===== config.mk =====
export PLATFORM = sky130hd
export DESIGN_NAME = pulse_width_classifier
export DESIGN_NICKNAME = d
export VERILOG_FILES = /design/src/rtl/pwc_pkg.sv /design/src/rtl/pwc_edge_filter.sv /design/src/rtl/pwc_ctrl.sv /design/src/rtl/pwc_datapath.sv /design/src/rtl/pulse_width_classifier.sv
export SDC_FILE = /design/constraint.sdc
export NUM_CORES = 1
export LEC_CHECK = 0
export BUFFER_PORTS_ARGS = -buffer_cell sky130_fd_sc_hd__buf_2
export CAP_MARGIN = 20
export CORE_MARGIN = 1.5
export CORE_UTILIZATION = 55
export DETAILED_ROUTE_END_ITERATION = 12
export PLACE_DENSITY = 0.84
export SYNTH_ARGS = -nofsm -noshare
export SYNTH_HDL_FRONTEND = slang
export SYNTH_SLANG_ARGS = --single-unit
export TNS_END_PERCENT = 30

===== constraint.sdc =====
create_clock -name clk -period 5.48 [get_ports clk]
set_clock_uncertainty 0.05 [all_clocks]
set_input_delay 0.274 -clock clk [delete_from_list [all_inputs] [get_ports clk]]
set_output_delay 0.274 -clock clk [all_outputs]
set_load 0.005 [all_outputs]

===== src/rtl/pwc_pkg.sv =====
`timescale 1ns/1ps
package pwc_pkg;

  localparam logic [7:0] SYM_PAUSE  = 8'h41;
  localparam logic [7:0] SYM_SHORT  = 8'h42;
  localparam logic [7:0] SYM_MEDIUM = 8'h43;
  localparam logic [7:0] SYM_LONG   = 8'h44;

  typedef enum logic [1:0] {
    CLS_PAUSE,
    CLS_SHORT,
    CLS_MEDIUM,
    CLS_LONG
  } widthClass_e;

  // Strobes from control to datapath
  typedef struct packed {
    logic clearTimer;   // accepted edge: capture and restart timing
    logic loadOutNew;   // fresh result goes straight to the output
    logic loadPendNew;  // fresh result goes to the side slot
    logic movePend;     // side slot moves to the output
  } dpStrobes_t;

  function automatic logic [7:0] symbolOf(widthClass_e cls);
    case (cls)
      CLS_PAUSE:  symbolOf = SYM_PAUSE;
      CLS_SHORT:  symbolOf = SYM_SHORT;
      CLS_MEDIUM: symbolOf = SYM_MEDIUM;
      default:    symbolOf = SYM_LONG;
    endcase
  endfunction

endpackage


===== src/rtl/pwc_edge_filter.sv =====
`timescale 1ns/1ps
module pwc_edge_filter #(
  parameter int SYNC_STAGES = 2,
  parameter int FILTER_LEN  = 4
) (
  input  logic clk,
  input  logic rstN,
  input  logic tapeIn,
  output logic riseStb
);

  logic [SYNC_STAGES-1:0] syncQ;
  logic [FILTER_LEN-1:0]  histQ;
  logic                   levelQ;
  logic                   allHigh;
  logic                   allLow;

  always_ff @(posedge clk) begin
    if (!rstN) begin
      syncQ <= '0;
    end else begin
      syncQ <= {syncQ[SYNC_STAGES-2:0], tapeIn};
    end
  end

  always_ff @(posedge clk) begin
    if (!rstN) begin
      histQ <= '0;
    end else begin
      histQ <= {histQ[FILTER_LEN-2:0], syncQ[SYNC_STAGES-1]};
    end
  end

  assign allHigh = &histQ;
  assign allLow  = ~|histQ;

  always_ff @(posedge clk) begin
    if (!rstN) begin
      levelQ <= 1'b0;
    end else if (allHigh) begin
      levelQ <= 1'b1;
    end else if (allLow) begin
      levelQ <= 1'b0;
    end
  end

  assign riseStb = allHigh && !levelQ;

endmodule


===== src/rtl/pwc_ctrl.sv =====
`timescale 1ns/1ps
module pwc_ctrl
  import pwc_pkg::*;
(
  input  logic       clk,
  input  logic       rstN,
  input  logic       riseStb,
  input  logic       outReady,
  output dpStrobes_t strobes,
  output logic       outValid,
  output logic       overrun
);

  logic validQ;
  logic pendValidQ;
  logic overrunQ;
  logic consume;
  logic stalledCapture;

  assign consume        = validQ && outReady;
  assign stalledCapture = riseStb && validQ && !outReady;

  always_comb begin
    strobes            = '0;
    strobes.clearTimer = riseStb;
    if (riseStb) begin
      if (!validQ || (consume && !pendValidQ)) begin
        strobes.loadOutNew = 1'b1;
      end else if (consume && pendValidQ) begin
        strobes.movePend    = 1'b1;
        strobes.loadPendNew = 1'b1;
      end else if (!pendValidQ) begin
        strobes.loadPendNew = 1'b1;
      end
    end else if (consume && pendValidQ) begin
      strobes.movePend = 1'b1;
    end
  end

  always_ff @(posedge clk) begin
    if (!rstN) begin
      validQ     <= 1'b0;
      pendValidQ <= 1'b0;
      overrunQ   <= 1'b0;
    end else begin
      validQ     <= (validQ && !consume) || strobes.loadOutNew || strobes.movePend;
      pendValidQ <= (pendValidQ && !strobes.movePend) || strobes.loadPendNew;
      if (stalledCapture) begin
        overrunQ <= 1'b1;
      end
    end
  end

  assign outValid = validQ;
  assign overrun  = overrunQ;

endmodule


===== src/rtl/pwc_datapath.sv =====
`timescale 1ns/1ps
module pwc_datapath
  import pwc_pkg::*;
#(
  parameter int PRESCALE = 64,
  parameter int TIMER_W  = 8
) (
  input  logic               clk,
  input  logic               rstN,
  input  dpStrobes_t         strobes,
  input  logic               modeClassify,
  input  logic [TIMER_W-1:0] thresh1,
  input  logic [TIMER_W-1:0] thresh2,
  input  logic [TIMER_W-1:0] limitCmp,
  output logic [7:0]         outData
);

  localparam int PS_W = (PRESCALE > 1) ? $clog2(PRESCALE) : 1;
  localparam logic [PS_W-1:0] PS_LAST = PS_W'(PRESCALE - 1);

  logic [PS_W-1:0]    psQ;
  logic [TIMER_W-1:0] timerQ;
  logic               stoppedQ;
  logic [7:0]         outQ;
  logic [7:0]         pendQ;

  logic               classifyEff;
  logic [TIMER_W-1:0] cmpEff;
  logic [TIMER_W-1:0] timerInc;
  logic               tick;
  widthClass_e        widthCls;
  logic [7:0]         newByte;

  // Zero short threshold falls back to raw behaviour
  assign classifyEff = modeClassify && (thresh1 != '0);
  assign cmpEff      = classifyEff ? limitCmp : '1;
  assign timerInc    = timerQ + 1'b1;
  assign tick        = (psQ == PS_LAST);

  always_ff @(posedge clk) begin
    if (!rstN) begin
      psQ      <= '0;
      timerQ   <= '0;
      stoppedQ <= 1'b0;
    end else if (strobes.clearTimer) begin
      psQ      <= '0;
      timerQ   <= '0;
      stoppedQ <= 1'b0;
    end else if (!stoppedQ) begin
      psQ <= tick ? '0 : psQ + 1'b1;
      if (tick) begin
        if (timerInc == cmpEff) begin
          timerQ   <= '0;
          stoppedQ <= 1'b1;
        end else begin
          timerQ <= timerInc;
        end
      end
    end
  end

  always_comb begin
    if (timerQ == '0) begin
      widthCls = CLS_PAUSE;
    end else if (timerQ < thresh1) begin
      widthCls = CLS_SHORT;
    end else if (timerQ < thresh2) begin
      widthCls = CLS_MEDIUM;
    end else begin
      widthCls = CLS_LONG;
    end
  end

  assign newByte = classifyEff ? symbolOf(widthCls) : 8'(timerQ);

  always_ff @(posedge clk) begin
    if (!rstN) begin
      outQ  <= '0;
      pendQ <= '0;
    end else begin
      if (strobes.loadOutNew) begin
        outQ <= newByte;
      end else if (strobes.movePend) begin
        outQ <= pendQ;
      end
      if (strobes.loadPendNew) begin
        pendQ <= newByte;
      end
    end
  end

  assign outData = outQ;

endmodule


===== src/rtl/pulse_width_classifier.sv =====
`timescale 1ns/1ps
module pulse_width_classifier
  import pwc_pkg::*;
#(
  parameter int PRESCALE    = 64,
  parameter int TIMER_W     = 8,
  parameter int SYNC_STAGES = 2,
  parameter int FILTER_LEN  = 4
) (
  input  logic               clk,
  input  logic               rstN,
  input  logic               tapeIn,
  input  logic               modeClassify,
  input  logic [TIMER_W-1:0] thresh1,
  input  logic [TIMER_W-1:0] thresh2,
  input  logic [TIMER_W-1:0] limitCmp,
  input  logic               outReady,
  output logic               outValid,
  output logic [7:0]         outData,
  output logic               overrun
);

  logic       riseStb;
  dpStrobes_t strobes;

  pwc_edge_filter #(
    .SYNC_STAGES (SYNC_STAGES),
    .FILTER_LEN  (FILTER_LEN)
  ) u_filter (
    .clk     (clk),
    .rstN    (rstN),
    .tapeIn  (tapeIn),
    .riseStb (riseStb)
  );

  pwc_ctrl u_ctrl (
    .clk      (clk),
    .rstN     (rstN),
    .riseStb  (riseStb),
    .outReady (outReady),
    .strobes  (strobes),
    .outValid (outValid),
    .overrun  (overrun)
  );

  pwc_datapath #(
    .PRESCALE (PRESCALE),
    .TIMER_W  (TIMER_W)
  ) u_dp (
    .clk          (clk),
    .rstN         (rstN),
    .strobes      (strobes),
    .modeClassify (modeClassify),
    .thresh1      (thresh1),
    .thresh2      (thresh2),
    .limitCmp     (limitCmp),
    .outData      (outData)
  );

endmodule


==> results of run 1 <==
==> stage by stage <==
step                      utilization  hold slack [ps]  total power [mW]  setup slack, ps  std cells
after floorplan                     -              351             0.338             3190        311
after global placement          0.613              364             0.353             2980        383
after detailed placement        0.613              375             0.354             2950        383
after CTS                       0.637              133             0.582             2950        390
after global routing            0.637              138             0.604             2730        390
final                           0.637              138             0.578             2950        390
==> how the worst max path moves through the flow <==
stage                               from        endpoint  slack, ps
after floorplan           u_dp.timerQ[0]   u_dp.pendQ[1]       3190
after global placement        thresh1[6]  u_dp.timerQ[5]       2980
after detailed placement      thresh1[6]  u_dp.timerQ[2]       2950
after CTS                 u_dp.timerQ[1]   u_dp.stoppedQ       2950
after global routing      u_dp.timerQ[1]   u_dp.stoppedQ       2730
final                     u_dp.timerQ[0]   u_dp.pendQ[1]       2950
==> routing by layer <==
metal | routed length (µm) | vias up
met5 | 0 | -
met4 | 46 | 0
met3 | 276 | 4
met2 | 2470 | 69
met1 | 2450 | 1021
li1 | - | 1138
==> logic make-up (layout without fill, tap and decap cells) <==
logic type	Yosys count	after routing	share of synthesized area
fa+ha+maj	18	18	0.0885
compound gates	70	70	0.177
mux	2	2	0.00786
xor+xnor	18	18	0.0850
flops	41	41	0.322
simple gates	126	126	0.255
buf+inv	36	63	0.0639
==> power groups by stage <==
stage	clock (mW)	combinational (mW)	sequential [mW]
floorplan	0	0.0288	0.309
global placement	0	0.0434	0.309
detailed placement	0	0.0446	0.310
CTS	0.235	0.0449	0.303
global route	0.251	0.0501	0.303
finish	0.231	0.0446	0.303
==> cells in the mapped netlist (4+ instances only) <==
master / count
sky130_fd_sc_hd__nand2_1: 43
sky130_fd_sc_hd__and2_1: 7
sky130_fd_sc_hd__a31oi_1: 4
sky130_fd_sc_hd__inv_1: 18
sky130_fd_sc_hd__a21oi_1: 28
sky130_fd_sc_hd__ha_1: 18
sky130_fd_sc_hd__dfxtp_1: 41
sky130_fd_sc_hd__o21a_1: 4
sky130_fd_sc_hd__a21o_1: 5
sky130_fd_sc_hd__and3_1: 6
sky130_fd_sc_hd__a211oi_1: 6
sky130_fd_sc_hd__clkbuf_1: 10
sky130_fd_sc_hd__nand3_1: 19
sky130_fd_sc_hd__xor2_1: 7
sky130_fd_sc_hd__xnor2_1: 7
sky130_fd_sc_hd__buf_2: 4
sky130_fd_sc_hd__nor2_1: 26
==> sequential cells by signal, indices dropped and copies added (netlist names) <==
register           flops
u_dp.timerQ            8
u_ctrl.pendValidQ      1
u_dp.psQ               6
u_filter.levelQ        1
u_ctrl.overrun         1
u_dp.stoppedQ          1
u_ctrl.outValid        1
u_dp.outData           8
u_filter.syncQ         2
u_dp.pendQ             8
u_filter.histQ         4
==> layout make-up <==
type                            count  area share
Timing Repair Buffer               38      0.0677
Clock buffer                        5      0.0245
Inverter                           18      0.0240
Sequential cell                    41       0.292
Clock inverter                      2      0.0125
Tap cell                           52      0.0232
Multi-Input combinational cell    234       0.556
==> results.md, run 1 <==
- The run finished with clean final reports.
- The max-slew headroom at the worst pin is 0.603.
- In this run the remaining antenna-violating nets after routing total 0.
- The flop-to-flop setup slack is 2950 ps.
- The global routing met1 resource utilization is 0.278.
- Max-cap violations in this run came to 0.
- In this run the post-CTS setup repair buffer count came out at 0.
- The met2 usage in global routing is 0.345.
- The share of async-settable or async-resettable flops after synthesis is 0.
- The measured slew at the worst slew-check pin is 595 ps.
- In the routed design, unresolved DRC markers number 0.
- After the first detailed-routing iteration, the DRC count stood at 166.
- Setup violations remaining at the end of the flow were counted as 0.
- From synthesis to final layout, the design area changed by 10.4%.
- The final number of hold-violating endpoints came to 0.
- The wire length reported by the detailed router is 5250 µm.
- The number of nets in the synthesized netlist is 358.
- Summed over all nets, the switching power comes to 0.124 mW.
- The worst hold path cell count is 2.
- Measured in cells, the most critical reg-to-reg path has a length of 8.
- The filler cells instantiated in the layout total 382.
- The slowest stage of the critical path is the sky130_fd_sc_hd__or4b_2 cell.
- The routed length per instance is 13.5 µm.
- The via count of the first global-routing pass is 1864.
- The most frequently used flop master after synthesis is sky130_fd_sc_hd__dfxtp_1.
- The floorplan die width is 71.0 µm.
- Clock tree synthesis inserted a total of 5 buffers.
- Hold repair after CTS inserted 0 buffers.
- Synthesis produced a netlist whose cell count is 311.
- The register clock-pin slew on the reported worst setup and hold paths is 80 ps.
- The all-layer global routing usage is 0.210.
- Static timing analysis puts the maximum clock frequency at 396 MHz.
- In the post-synthesis netlist, the biggest area contributors are sky130_fd_sc_hd__dfxtp_1, sky130_fd_sc_hd__ha_1, sky130_fd_sc_hd__nand2_1, sky130_fd_sc_hd__a21oi_1, sky130_fd_sc_hd__nor2_1.
- The startpoint of the worst hold path is tapeIn.
- Traced cell by cell, the critical path runs through inv_1 > ha_1 > or4b_2 > nor4_2 > nor2_1 > ha_1 > a21oi_1 > a211oi_1.
- The number of register bits inferred by synthesis is 41.
- The length of the first detailed-routing pass in iterations is 4.
- The multi-input gate area in the final layout is 0.00156 mm².
- The sequential share of power is 0.523.
- The met3 layer usage reported by global route is 0.0527.
- sky130_fd_sc_hd__dfxtp_1 takes more of the synthesized area than any other cell.
- Global routing finished with a remaining overflow of 0.
- Adding up every negative setup slack in the final design gives 0 ps.
- The vias per cell is 5.72.
- The number of buffers and inverters on the critical path is 1.
- The internal power contribution is 0.454 mW.
- The number of flops mapped to enable cells by yosys is 0.
- The register area is 821 µm².
- The worst setup path is captured at a flop.
- The critical path start-end classification is flop to flop.
- The first-pass GRT wire length is 8490 µm.
- In this run the critical register-to-register path is captured at u_dp.pendQ[1].
- The maximum count of clock buffers along a single path is 2.
- The share of the cycle needed by the critical path after routing is 0.461.
- The static leakage power is 1.25 nW.
- The number of standard-cell rows in the floorplan is 24.
- The maximum number of pins on one net before global-route repair is 21.
- The power density relative to cell area is 206 mW/mm².
- The cell that appears most often on the critical path is sky130_fd_sc_hd__ha_1.
- For this run, the register share of the synthesized area comes to 0.322.
- In the layout the commonest cells are sky130_fd_sc_hd__nand2_1, sky130_fd_sc_hd__dfxtp_1, sky130_fd_sc_hd__buf_2, sky130_fd_sc_hd__a21oi_1, sky130_fd_sc_hd__nor2_1.
- met2 is the most crowded layer.
- The placeable core region is 0.00441 mm².
- The maximum resistive drop on vdd is 0.000211 V.
- The most common cell after layout, fill and taps aside is sky130_fd_sc_hd__nand2_1.
- The floorplan step defined a die boundary enclosing 0.00505 mm².
- Counting distinct cell types in the post-synthesis netlist gives 53.
- The fraction of post-synthesis cell area in the top cell type by area is 0.322.
- The TritonCTS clock tree is done.
- After routing the design area is 0.00281 mm².
- The initial antenna violation count was 0.
- In this run the number of cells on the critical path is 8.
- In this run the critical register-to-register path is launched from u_dp.timerQ[0].
- The mean post-synth cell area is 8.19 µm².
- The longest individual stage delay on the worst path is 590 ps.
- The final weighted congestion in routability-driven placement is 0.809.
- The detailed-placement wirelength estimate is 3840 µm.
- The part of the power in combinational logic is 0.077.
- The number of antenna diodes in the final layout is 0.
- Setup repair after global routing left no endpoint under its margin.
- The depth of the CTS H-tree is 2.
- For this design, the sink count on the clock tree is 41.
- The post-synthesis cell area is 0.00255 mm².
- STA classifies the critical path startpoint as a flop.
- Once placement finished, the instance area stood at 0.00271 mm².
- The worst path arrival time is 2630 ps.
- Counting I/O delays and the setup requirement, the final critical path takes 2530 ps.
- The buffer cell driving the clock tree root is sky130_fd_sc_hd__clkbuf_8.
- The fraction of final layout cells sized beyond drive strength 1 is 0.160.
- At the later pin of the worst-skew pair, clock insertion delay measures 290 ps.
- The initial utilization of the core area, before any placement, comes to 0.577.
- Yosys printed 0 warnings.
- The path category of the worst min-delay check is input pin to flop.
- The final number of max-transition violations is 0.
- The switching fraction of total power is 0.215.
- The destination of the worst hold path is u_filter.syncQ[0].
- The gate family responsible for the most delay along the worst path is simple AND/OR/NAND/NOR gates.
- The post-cts resize count is 0.
- Along the worst path, the maximum fanout reaches 8.
- The net total in the final layout is 385.
- Buffers placed on the I/O ports in this run total 38.
- The share of total power dissipated in the clock network is 0.400.
- In this run the vertical extent of the chip is 71.0 µm.
- The required time at the endpoint of the critical path is 5580 ps.
- For this design the top-level I/O count stands at 39.
- The routed via count is 2232.
No activity file was read; power rests on OpenSTA's default activity.
==> inputs of run 2 (changes only) <==
--- a/config.mk
+++ b/config.mk
@@ -5,12 +5,13 @@
 export SDC_FILE = /design/constraint.sdc
 export NUM_CORES = 1
 export LEC_CHECK = 0
+export ABC_AREA = 1
 export BUFFER_PORTS_ARGS = -buffer_cell sky130_fd_sc_hd__buf_2
 export CAP_MARGIN = 20
 export CORE_MARGIN = 1.5
-export CORE_UTILIZATION = 55
+export CORE_UTILIZATION = 51
 export DETAILED_ROUTE_END_ITERATION = 12
-export PLACE_DENSITY = 0.84
+export PLACE_DENSITY = 0.82
 export SYNTH_ARGS = -nofsm -noshare
 export SYNTH_HDL_FRONTEND = slang
 export SYNTH_SLANG_ARGS = --single-unit
==> constraint.sdc (replaced) <==
create_clock -name clk -period 2.22 [get_ports clk]
set_clock_uncertainty 0.05 [all_clocks]
set_input_delay 0.111 -clock clk [delete_from_list [all_inputs] [get_ports clk]]
set_output_delay 0.111 -clock clk [all_outputs]
set_load 0.005 [all_outputs]
==> run 2 against run 1 <==
  * Via count up 11%
  * Global-route usage rose by 2.0 points
  * Register-to-register slack worse by 2800 ps
  * Setup slack lost 2800 ps
  * Sequential power grew 150%
  * Sequential share of layout area decreased by 1.2 points
  * Maximum frequency up 24%
  * Sequential cell count is the same
  * First-iteration DRC count fell by 3.0%
  * Clock power is 120% higher
  * Synthesized area is 1.2% higher
  * Critical path type unchanged
  * Critical endpoint unchanged
  * Highest routed layer unchanged
==> results.md, run 2 <==
- Compared with the post-synthesis result, the final layout area differs by 14.4%.
- Total power for the finished layout comes to 1.37 mW.
- For this run, the register share of the synthesized area comes to 0.318.
- Summed over all nets, the half-perimeter wirelength after detailed placement is 4430 µm.
- The final layout contains 474 nets.
- In the global route stage, met1 resource usage came out at 0.288.
- The maximum clock frequency is 491 MHz.
- The maximum count of clock buffers along a single path is 2.
- The leftover overflow at the end of global routing is 0.
- The shortest clock period the worst path allows after layout is 2040 ps.
- The longest individual stage delay on the worst path is 350 ps.
- Of the total power, the share spent switching nets is 0.243.
- The area after detailed placement is 0.00284 mm².
- The initial DRC count is 161.
- The worst-path cell with the longest stage delay is sky130_fd_sc_hd__dfxtp_2.
- The number of fill cells in the layout is 442.
- In this run the mean area of a mapped cell was 6.75 µm².
- The clock insertion delay at the later pin of the skew report is 300 ps.
- The count of mapped cells out of synthesis is 382.
- The most frequently used flop master after synthesis is sky130_fd_sc_hd__dfxtp_1.
- The mapped netlist covers 0.00258 mm².
- The die area is 0.00549 mm².
- For this design the total switching power over the nets is 0.333 mW.
- The global-route layer with the greatest usage is met2.
- The buffer cell driving the clock tree root is sky130_fd_sc_hd__clkbuf_8.
- The flow ran to the end, and the final reports show no timing, DRC or antenna violations.
- The number of standard-cell rows in the floorplan is 25.
- The height of the chip is 74.1 µm.
- The endpoint identified for the worst register-to-register timing path is u_dp.pendQ[1].
- The wire length reported by the detailed router is 5680 µm.
- Setup repair after global routing left no endpoint under its margin.
- The worst path arrival time is 2190 ps.
- In the post-synthesis netlist, the biggest area contributors are sky130_fd_sc_hd__dfxtp_1, sky130_fd_sc_hd__nand2_1, sky130_fd_sc_hd__inv_1, sky130_fd_sc_hd__ha_1, sky130_fd_sc_hd__nand3_1.
- The placeable core region is 0.00479 mm².
- For this run, global-route usage on met3 was measured as 0.0366.
- In the global route stage, overall resource usage came out at 0.230.
- The fraction of final layout cells sized beyond drive strength 1 is 0.206.
- The maximum resistive drop on vdd is 0.000332 V.
- In the routed layout, each cell is associated on average with a via count of 5.02.
- The TritonCTS clock tree is done.
- The critical register-to-register path startpoint is u_dp.timerQ[7].
- Clock-pin slew was measured on the worst setup and hold paths at 80 ps.
- Hold timing on the final database bottoms out at a slack of 115 ps.
- The initial antenna violation count is 0.
- The critical path start-end classification is flop to flop.
- For this configuration, the core starts out at a cell density of 0.539.
- The finished cells cover 0.00295 mm².
- The number of nets in the synthesized netlist is 429.
- Detailed routing inserted a total of 2482 vias.
- Yosys printed 0 warnings.
- 0 antenna diodes ended up in the layout.
- The maximum fanout encountered on the critical timing path is 5.
- STA puts the critical path data required time at 2370 ps.
- The tool flagged a number of max-cap violations equal to 0.
- The power density relative to cell area is 464 mW/mm².
- The met2 usage in global routing is 0.390.
- The number of cells on the worst reg-to-reg path is 12.
- The core utilization of the finished layout is 0.616.
- The worst hold path terminates at u_ctrl.overrun.
- After synthesis, the netlist uses 35 different library cells.
- In this run the horizontal extent of the chip is 74.1 µm.
- In the final routed layout, each cell accounts on average for 11.5 µm.
- In the routed design, unresolved DRC markers number 0.
- Setup violations remaining at the end of the flow were counted as 0.
- The first global-routing pass estimated 9690 µm of wire.
- In this run the tool buffered the top-level ports with 38 buffer cells.
- The number of clock buffers added by TritonCTS is 5.
- The first detailed-routing pass ran for 4 iterations.
- The depth of the CTS H-tree is 2.
- STA classifies the critical path endpoint as a flop.
- The I/O pin count is 39.
- Counting flops with a built-in enable in the synthesized netlist gives 0.
- The share of async-settable or async-resettable flops after synthesis is 0.
- The path category of the worst min-delay check is input pin to flop.
- The final number of max-transition violations is 0.
- In the layout the commonest cells are sky130_fd_sc_hd__nand2_1, sky130_fd_sc_hd__inv_1, sky130_fd_sc_hd__buf_2, sky130_fd_sc_hd__dfxtp_1, sky130_fd_sc_hd__nor2_1.
- In the synthesized netlist, the cells that appear most often are sky130_fd_sc_hd__nand2_1, sky130_fd_sc_hd__inv_1, sky130_fd_sc_hd__dfxtp_1.
- The final weighted congestion in routability-driven placement is 0.923.
- The startpoint of the worst hold path is outReady.
- The share of total power dissipated in sequential elements is 0.547.
- The cell seen most often among critical-path stages is sky130_fd_sc_hd__nand2_1.
- The final number of hold-violating endpoints was 0.
- Of the total power, combinational logic draws 0.085.
- The clock drives 41 sinks.
- The worst hold path cell count is 3.
- The flop-to-flop setup slack is 180 ps.
- Of the total power, the clock network draws 0.368.
- Yosys instantiated no cell more often than sky130_fd_sc_hd__nand2_1.
- The most common cell after layout, fill and taps aside is sky130_fd_sc_hd__nand2_1.
- The via count of the first global-routing pass is 2285.
- Summed over all cells, the static leakage comes to 1.57 nW.
- The critical path goes through ha_1 > a21oi_1 > o21ai_0 > a21oi_1 > nand2_1 > nand2_1 > inv_1 > ha_1 > o21ai_1 > nand2_1 > o211ai_1 > inv_1.
- The measured slew at the worst slew-check pin is 425 ps.
- The max-slew headroom at the worst pin is 0.717.
- In the final timing run, aggregate negative setup slack is 0 ps.
- Entering global routing, the biggest net connects 17 pins.
- Dividing the final minimum period by the clock period gives 0.918.
- The fraction of post-synthesis cell area in the top cell type by area is 0.318.
- The number of register bits inferred by synthesis is 41.
- The type of origin of the critical path is a flop.
- Once detail routing completed, the nets flagged for antenna violations numbered 0.
- The internal power contribution is 1.04 mW.
- The cell taking the most area after synthesis is sky130_fd_sc_hd__dfxtp_1.
==> run 2: changes by cell type in the layout (fill, tap and decap cells not counted), sizes merged, moves of 5 or more <==
cell and delta:
o21ai +9, nand2 +70, nor2 +14, nand3 +8, a21oi -9, inv +53
xor2 -5, a21o -5, and3 -6, and2 -7
==> run 2: what timing repair did <==
item / in CTS / in global routing
gates resized for setup: 0 / 4
buffers inserted: 0 / 0
endpoints found under the hold margin: 1 / 0
endpoints found under the setup margin: 0 / 4
hold buffers: 1 / 0
==> run 2: layout make-up <==
cell class | instances | area [µm²] | share of cell area
clock buffer | 6 | 82.6 | 0.0280
clock inverter | 1 | 7.51 | 0.00255
inverter | 72 | 270 | 0.0917
timing repair buffer | 43 | 230 | 0.0781
sequential | 41 | 825 | 0.280
tap | 67 | 83.8 | 0.0284
multi-input combinational | 264 | 1450 | 0.492
==> run 2: power by group through the flow <==
stage          combinational, mW  sequential (mW)  clock (mW)
3_3_place_gp               0.112            0.765           0
5_1_grt                    0.134            0.749       0.540
2_1_floorplan             0.0748            0.764           0
3_5_place_dp               0.115            0.765           0
4_1_cts                    0.117            0.748       0.511
6_report                   0.117            0.748       0.503
==> run 2: worst max-delay path by stage <==
stage | startpoint | to | slack (ps)
global route | u_dp.timerQ[7] | u_dp.outData[1] | 10
CTS | u_dp.timerQ[3] | u_dp.pendQ[1] | 90
detailed placement | u_dp.timerQ[7] | u_dp.pendQ[1] | 90
finish | u_dp.timerQ[7] | u_dp.pendQ[1] | 180
global placement | u_dp.timerQ[1] | u_dp.pendQ[1] | 170
floorplan | u_dp.timerQ[3] | u_dp.pendQ[1] | 300
==> run 2: through the flow <==
step / std cells / setup WS, ps
global placement: 486 / 173
detailed placement: 486 / 94.9
global route: 494 / 14.3
floorplan: 382 / 297
CTS: 494 / 92.0
finish: 494 / 183
==> run 2: metal layers <==
layer	part of all wire	wire (µm)	vias up
li1	-	-	1294
met1	0.46	2600	1115
met2	0.47	2670	63
met3	0.058	327	10
met4	0.013	74	0
met5	0	0	-
==> run 2: worst max-delay path: cells and delay by family (launching register included) <==
kind / cells / cell delay (ps)
AO/OA/AOI/OAI: 5 / 680
AND/OR/NAND/NOR: 3 / 220
flip-flops: 1 / 350
buffers and inverters: 2 / 90
adder cells (fa/ha/maj): 2 / 570
==> run 2: cell families (layout without fill, tap and decap cells) <==
| kind of cell | count (synthesis) | in the layout | synth area share |
|---|---|---|---|
| AOI/OAI and AO/OA | 46 | 46 | 0.113 |
| xor gates and xnor gates | 5 | 5 | 0.0170 |
| adders and majority gates | 18 | 18 | 0.0874 |
| buffers and inverters | 77 | 122 | 0.119 |
| DFF | 41 | 41 | 0.318 |
| and+or+nand+nor | 195 | 195 | 0.345 |
